## config.mk

```make
export PLATFORM = sky130hd
export DESIGN_NAME = dma_req_detect
export DESIGN_NICKNAME = d
export VERILOG_FILES = /design/src/rtl/dma_req_pkg.sv /design/src/rtl/dma_req_sync.sv /design/src/rtl/dma_accept_queue.sv /design/src/rtl/dma_req_detect.sv
export SDC_FILE = /design/constraint.sdc
export NUM_CORES = 1
export LEC_CHECK = 0
export BUFFER_PORTS_ARGS = -buffer_cell sky130_fd_sc_hd__buf_2
export CORE_AREA = 5 5 42 44
export DETAILED_ROUTE_END_ITERATION = 8
export DIE_AREA = 0 0 47 49
export SLEW_MARGIN = 30
export SYNTH_ARGS = -nofsm -noshare
export SYNTH_HDL_FRONTEND = slang
export SYNTH_SLANG_ARGS = --single-unit
```

## constraint.sdc

```tcl
create_clock -name clk -period 2.3 [get_ports clk]
set_clock_uncertainty 0.1 [all_clocks]
set_input_delay 0.115 -clock clk [delete_from_list [all_inputs] [get_ports clk]]
set_output_delay 0.115 -clock clk [all_outputs]
set_load 0.01 [all_outputs]
```

## src/rtl/dma_req_pkg.sv

```systemverilog
package dma_req_pkg;
  typedef enum logic [1:0] {
    SZ_BYTE = 2'd0,
    SZ_WORD = 2'd1,
    SZ_LONG = 2'd2
  } xfer_size_e;

  localparam int unsigned MIN_SYNC_STAGES = 2;
endpackage

```

## src/rtl/dma_req_sync.sv

```systemverilog
module dma_req_sync #(
  parameter int unsigned STAGES = 2
) (
  input  logic clk,
  input  logic rst,
  input  logic din,
  output logic dout
);
  logic [STAGES-1:0] sh;

  always_ff @(posedge clk) begin
    if (rst) sh <= '0;
    else     sh <= {sh[STAGES-2:0], din};
  end

  assign dout = sh[STAGES-1];
endmodule

```

## src/rtl/dma_accept_queue.sv

```systemverilog
module dma_accept_queue #(
  parameter int unsigned DEPTH = 3
) (
  input  logic clk,
  input  logic rst,
  input  logic push,
  input  logic pop,
  input  logic flush,
  output logic nonempty,
  output logic nonempty_next
);
  localparam int unsigned CW = $clog2(DEPTH + 1);
  localparam logic [CW-1:0] FULLV = CW'(DEPTH);

  logic [CW-1:0] cnt, cnt_n;
  logic do_push, do_pop;

  assign do_push = push && (cnt != FULLV);
  assign do_pop  = pop && (cnt != '0);

  always_comb begin
    cnt_n = cnt;
    if (flush)                 cnt_n = '0;
    else if (do_push && !do_pop) cnt_n = cnt + 1'b1;
    else if (!do_push && do_pop) cnt_n = cnt - 1'b1;
  end

  always_ff @(posedge clk) begin
    if (rst) cnt <= '0;
    else     cnt <= cnt_n;
  end

  assign nonempty      = (cnt != '0);
  assign nonempty_next = (cnt_n != '0);
endmodule

```

## src/rtl/dma_req_detect.sv

```systemverilog
module dma_req_detect
  import dma_req_pkg::*;
#(
  parameter int unsigned SYNC_STAGES = 2,
  parameter int unsigned QDEPTH      = 3
) (
  input  logic       clk,
  input  logic       rst,
  input  logic       chan_en,
  input  logic       level_mode,
  input  logic       dreq_pin,
  input  logic [1:0] size_sel,
  input  logic       bus_grant,
  input  logic       last_xfer,
  output logic       bus_hold,
  output logic       dack,
  output logic       xfer_stb,
  output logic [1:0] xfer_size,
  output logic       burst_done
);
  localparam int unsigned NSTG = (SYNC_STAGES < MIN_SYNC_STAGES) ? MIN_SYNC_STAGES : SYNC_STAGES;

  logic smp, smp_prev;
  logic burst_q, burst_n;
  logic q_ne, q_ne_n;
  logic go, end_now, edge_hit, push, last_q;

  dma_req_sync #(.STAGES(NSTG)) u_sync (
    .clk(clk), .rst(rst), .din(dreq_pin), .dout(smp)
  );

  // Work is launched only when the arbiter has granted the held bus
  assign go       = bus_hold && bus_grant && (level_mode ? q_ne : burst_q);
  assign end_now  = go && last_xfer;
  assign edge_hit = !level_mode && chan_en && smp && !smp_prev && !burst_q;
  assign push     = level_mode && chan_en && smp && !end_now;
  assign burst_n  = end_now ? 1'b0 : (burst_q | edge_hit);

  dma_accept_queue #(.DEPTH(QDEPTH)) u_queue (
    .clk(clk), .rst(rst),
    .push(push), .pop(level_mode && go), .flush(end_now),
    .nonempty(q_ne), .nonempty_next(q_ne_n)
  );

  always_ff @(posedge clk) begin
    if (rst) begin
      smp_prev   <= 1'b0;
      burst_q    <= 1'b0;
      bus_hold   <= 1'b0;
      dack       <= 1'b0;
      xfer_stb   <= 1'b0;
      xfer_size  <= SZ_BYTE;
      last_q     <= 1'b0;
      burst_done <= 1'b0;
    end else begin
      smp_prev   <= smp;
      burst_q    <= burst_n;
      bus_hold   <= level_mode ? q_ne_n : burst_n;
      dack       <= go;
      xfer_stb   <= go;
      last_q     <= end_now;
      burst_done <= dack && last_q;
      if (go) xfer_size <= size_sel;
    end
  end
endmodule

```

## Word level (Yosys, flattened, before mapping)

Cells that the tools add are included.

- Reductions and logical operators: 24
- Add/subtract/negate cells: 2
- Eq/ne operators: 1
- Mux-type cells: 6
- Bitwise gates (word level): 1

Operators by type and width:

| kind | count |
|---|---|
| $logic_and A1 B1 Y1 | 16 |
| $logic_not A1 Y1 | 6 |
| $mux W2 | 3 |
| $reduce_bool A2 Y1 | 2 |
| $mux W1 | 3 |
| $add A2 B1 Y2 const B | 1 |
| $ne A2 B2 Y1 const B | 1 |
| $sub A2 B1 Y2 const B | 1 |
| $or A1 B1 Y1 | 1 |

- Register bits after elaboration: 12
- Input port bits: 9
- Output and inout port bits: 6

## Depth between registers and ports, before layout

- Depth in word-level cells: 14
- Mapped depth: 7

## Hierarchy

From an unflattened synthesis, not the netlist that was laid out.

- Cell total of the unflattened synthesis: 66
- Area, all modules: 628.1 um^2

Modules (own cells, without submodules):

| module | times used | cells each | area an instance (um^2) |
|---|---|---|---|
| dma_req_detect | 1 | 37 | 359.1 |
| dma_accept_queue | 1 | 25 | 216.5 |
| dma_req_sync | 1 | 4 | 52.6 |

## Least setup slack after synthesis

OpenSTA, ideal clock, no wires.

- Kind: reg-to-reg
- From: reg u_queue.cnt[1]
- To: reg bus_hold
- Path buffers: 0
- Slack: 0.563 ns
- Stages on the path, launching flop included: 8
- Arrival: 1.515 ns
- Clock period less this slack: 1.737 ns
- Cells stage by stage: dfxtp_1 inv_1 ha_1 nand4b_2 and3_4 o31ai_2 o311a_1 a211oi_1

- Word-level cells in the longest chain between the ends: 14

RTL lines:

| element | line | source |
|---|---|---|
| from (decl) | dma_accept_queue.sv:15 | `logic [CW-1:0] cnt, cnt_n;` |
| from (signal assigned) | dma_accept_queue.sv:30 | `else cnt <= cnt_n;` |
| $reduce_bool A2 Y1 | dma_accept_queue.sv:19, dma_accept_queue.sv:33 |  |
| $mux W1 | dma_req_detect.sv:33 | `assign go = bus_hold && bus_grant && (level_mode ? q_ne : burst_q);` |
| $logic_and A1 B1 Y1 | dma_req_detect.sv:33 |  |
| $logic_and A1 B1 Y1 | dma_req_detect.sv:34 | `assign end_now = go && last_xfer;` |
| $logic_not A1 Y1 | dma_req_detect.sv:36 | `assign push = level_mode && chan_en && smp && !end_now;` |
| $logic_and A1 B1 Y1 | dma_req_detect.sv:36 |  |
| $logic_and A1 B1 Y1 | dma_accept_queue.sv:18 | `assign do_push = push && (cnt != FULLV);` |
| $logic_not A1 Y1 | dma_accept_queue.sv:25 | `else if (!do_push && do_pop) cnt_n = cnt - 1'b1;` |
| $logic_and A1 B1 Y1 | dma_accept_queue.sv:25 |  |
| $mux W2 | dma_accept_queue.sv:25 |  |
| $mux W2 | dma_accept_queue.sv:24 | `else if (do_push && !do_pop) cnt_n = cnt + 1'b1;` |
| $mux W2 | dma_accept_queue.sv:23 | `if (flush) cnt_n = '0;` |
| $reduce_bool A2 Y1 | dma_accept_queue.sv:34 | `assign nonempty_next = (cnt_n != '0);` |
| $mux W1 (*) | dma_req_detect.sv:58 | `bus_hold <= level_mode ? q_ne_n : burst_n;` |
| to (signal assigned) | dma_req_detect.sv:58 |  |
| to (decl) | dma_req_detect.sv:15 | `output logic bus_hold,` |

Every way passes the cells marked *; elsewhere a longest branch is shown, timed or not.
A chain may end at the register's enable or synchronous reset.

## Final worst setup path

Ends and elaborated chain as after synthesis.

==> impl_metrics.env <==
export IMPL_grt_pass1_vias=407
export IMPL_arrival_ns=1.94
export IMPL_firstDrtPassIters=3
export IMPL_synthToLayoutAreaGrowth_pct=28.1
export IMPL_finalNonFillerCells=92
export IMPL_cts_root_buf="clkbuf_4"
export IMPL_fin_nets=89
export IMPL_drive_gt1_share_pct=28.9
export IMPL_clk_latency_ns=0.27
export IMPL_coreArea_um2=1400
export IMPL_synth_seq_area_share_pct=44.5
export IMPL_htree_levels=1
export IMPL_p_leak_nw=0.320
export IMPL_synth_distinct_cells=26
export IMPL_cts_sinks=12
export IMPL_diodes=0
export IMPL_grt_max_degree=9
export IMPL_tightestPinTransition_ns=0.225
export IMPL_grt_total_usage_pct=9.90
export IMPL_dp_hpwl_um=748
export IMPL_fillers=139
export IMPL_finalCriticalPeriod_ns=1.89
export IMPL_die_y_um=49
export IMPL_synth_area_um2=539
export IMPL_fin_tns_setup_ns=0
export IMPL_startpoint_type="flop"
export IMPL_die_width_um=47
export IMPL_synth_edf_count=0
export IMPL_min_path_type="input port to flop"
export IMPL_clk_path_buf_depth=2
export IMPL_cts_tree="yes"
export IMPL_grt_pass1_wl_um=1630
export IMPL_syn_avg_cell_area_um2=9.63
export IMPL_ir_worst_vdd_v=0.000377
export IMPL_endpoint_kind="flop"
export IMPL_synth_main_ff_cell="dfxtp_1"
export IMPL_rsz0062_at_grt="false"
export IMPL_power_w=0.000369
export IMPL_dieArea_um2=2300
export IMPL_initial_utilization_pct=38.5
export IMPL_finalCritPeriodShare_pct=82.0
export IMPL_vias_per_cell=4.86
export IMPL_slew_headroom_pct=84.9
export IMPL_gp_congestion=0.792
export IMPL_drtIter0Drc=5
export IMPL_vias=447
export IMPL_fmax_mhz=530
export IMPL_fin_ws_ns=0.413
export IMPL_grt_overflow=0
export IMPL_setup_viol=0
export IMPL_pin_count=15
export IMPL_drc=0
export IMPL_wirelength_um=950
export IMPL_cap_viol_max_count=0
export IMPL_p_per_area_nw_per_um2=535
export IMPL_ant_nets=0
export IMPL_crit_type="flop to flop"
export IMPL_post_place_ws_ns=0.421
export IMPL_wl_per_cell_um=10.3
export IMPL_synth_seq_cells=12
export IMPL_grt_antenna_before_repair=0
export IMPL_postSynthCellCount=56
export IMPL_slew_viol_final=0
export IMPL_async_flop_share_pct=0
export IMPL_path_max_fanout=5
export IMPL_portBuffers=14
export IMPL_synth_nets=67
export IMPL_clk_pin_slew_ns=0.07
export IMPL_row_count=14
export IMPL_required_ns=2.35
export IMPL_status="complete, no violations"
export IMPL_cts_buffers=3
export IMPL_hold_violations=0
export IMPL_cts_resized_gates=0
export IMPL_dp_cells=84
export IMPL_yosysWarnings=0
## where the power goes
| part | switching (W) | leakage [nW] | internal (W) |
|---|---|---|---|
| combinational | 0.0000148 | 0.209 | 0.0000184 |
| clock | 0.0000613 | 0.0138 | 0.0000606 |
| sequential | 0.00000233 | 0.0974 | 0.000212 |
## cell usage after synthesis (2+ instances only)
library cell	instances	area [µm²]
dfxtp_1	12	240
nor2_1	6	22.5
inv_1	4	15.0
nor2b_1	4	25.0
a21oi_1	3	15.0
mux2i_1	3	30.0
and3_1	2	12.5
ha_1	2	25.0
nand2_1	2	7.51
xnor2_1	2	17.5
## final cells by class
type | instances | area (µm²) | area share [%]
multi-input cells | 38 | 273 | 39.5
flip-flops and latches | 12 | 240 | 34.8
repair buffers | 19 | 120 | 17.4
clock buffers | 3 | 22.5 | 3.26
well taps | 16 | 20.0 | 2.90
inverters | 4 | 15.0 | 2.17
## what timing repair did
item,in CTS,in global routing
endpoints found under the hold margin,4,2
hold buffers,4,1
buffers inserted,0,0
endpoints found under the setup margin,0,0
## flip-flops by register name, summed over array words and instances (netlist names)
signal       count
last_q           1
xfer_size        2
xfer_stb         1
u_queue.cnt      2
bus_hold         1
u_sync.sh        2
smp_prev         1
burst_q          1
burst_done       1
## metal layers
metal	vias up	track usage, %	wire length (µm)
met5	-	0	0
met4	0	4.15	9
met3	2	6.64	84
met2	14	13.1	418
met1	200	12.2	438
li1	231	-	-
## critical path, cell delays in order (launching register included)
cell and delay [ns]:
dfxtp_1 0.38, inv_1 0.06, ha_1 0.20, nand4b_2 0.25, and3_4 0.23, o31ai_2 0.27
o311a_1 0.22, a211oi_1 0.07
## cell families (layout without fill, tap and decap cells)
family / count (synthesis) / count (layout) / share of synthesized area [%]
compound gates: 8 / 8 / 11.1
xor+xnor: 2 / 2 / 3.25
fa+ha+maj: 2 / 2 / 4.64
buf+inv: 6 / 26 / 4.87
flops: 12 / 12 / 44.5
mux: 3 / 3 / 5.57
simple gates: 23 / 23 / 26.0
## through the flow
| stage | area (µm²) | utilization [%] | hold slack, ns |
|---|---|---|---|
| finish | 691 | 49.3 | 0.0411 |
| global route | 691 | 49.3 | 0.0528 |
| CTS | 681 | 48.6 | 0.00331 |
| detailed placement | 618 | 44.1 | 0.239 |
| global placement | 618 | 44.1 | 0.232 |
| floorplan | 539 | - | 0.0865 |
## cell usage in the layout, fill, tap and decap left out, types with 2 or more instances in the layout
master and count:
a21oi_1 3, and3_1 2, buf_2 14, clkbuf_4 3, dfxtp_1 12, dlygate4sd3_1 5, ha_1 2, inv_1 4
mux2i_1 3, nand2_1 2, nor2_1 6, nor2b_1 4, xnor2_1 2
## worst paths after layout
path,start,to,slack [ns],cells past startpoint
worst max-delay path,u_queue.cnt[1]$_SDFF_PP0_,bus_hold$_SDFF_PP0_,0.41,7
worst max register to register,u_queue.cnt[1]$_SDFF_PP0_,bus_hold$_SDFF_PP0_,0.41,7
worst min-delay path,level_mode,bus_hold$_SDFF_PP0_,0.04,2
worst min register to register,last_q$_SDFF_PP0_,burst_done$_SDFF_PP0_,0.32,2
Note: power is estimated with default switching activity, not from simulation.
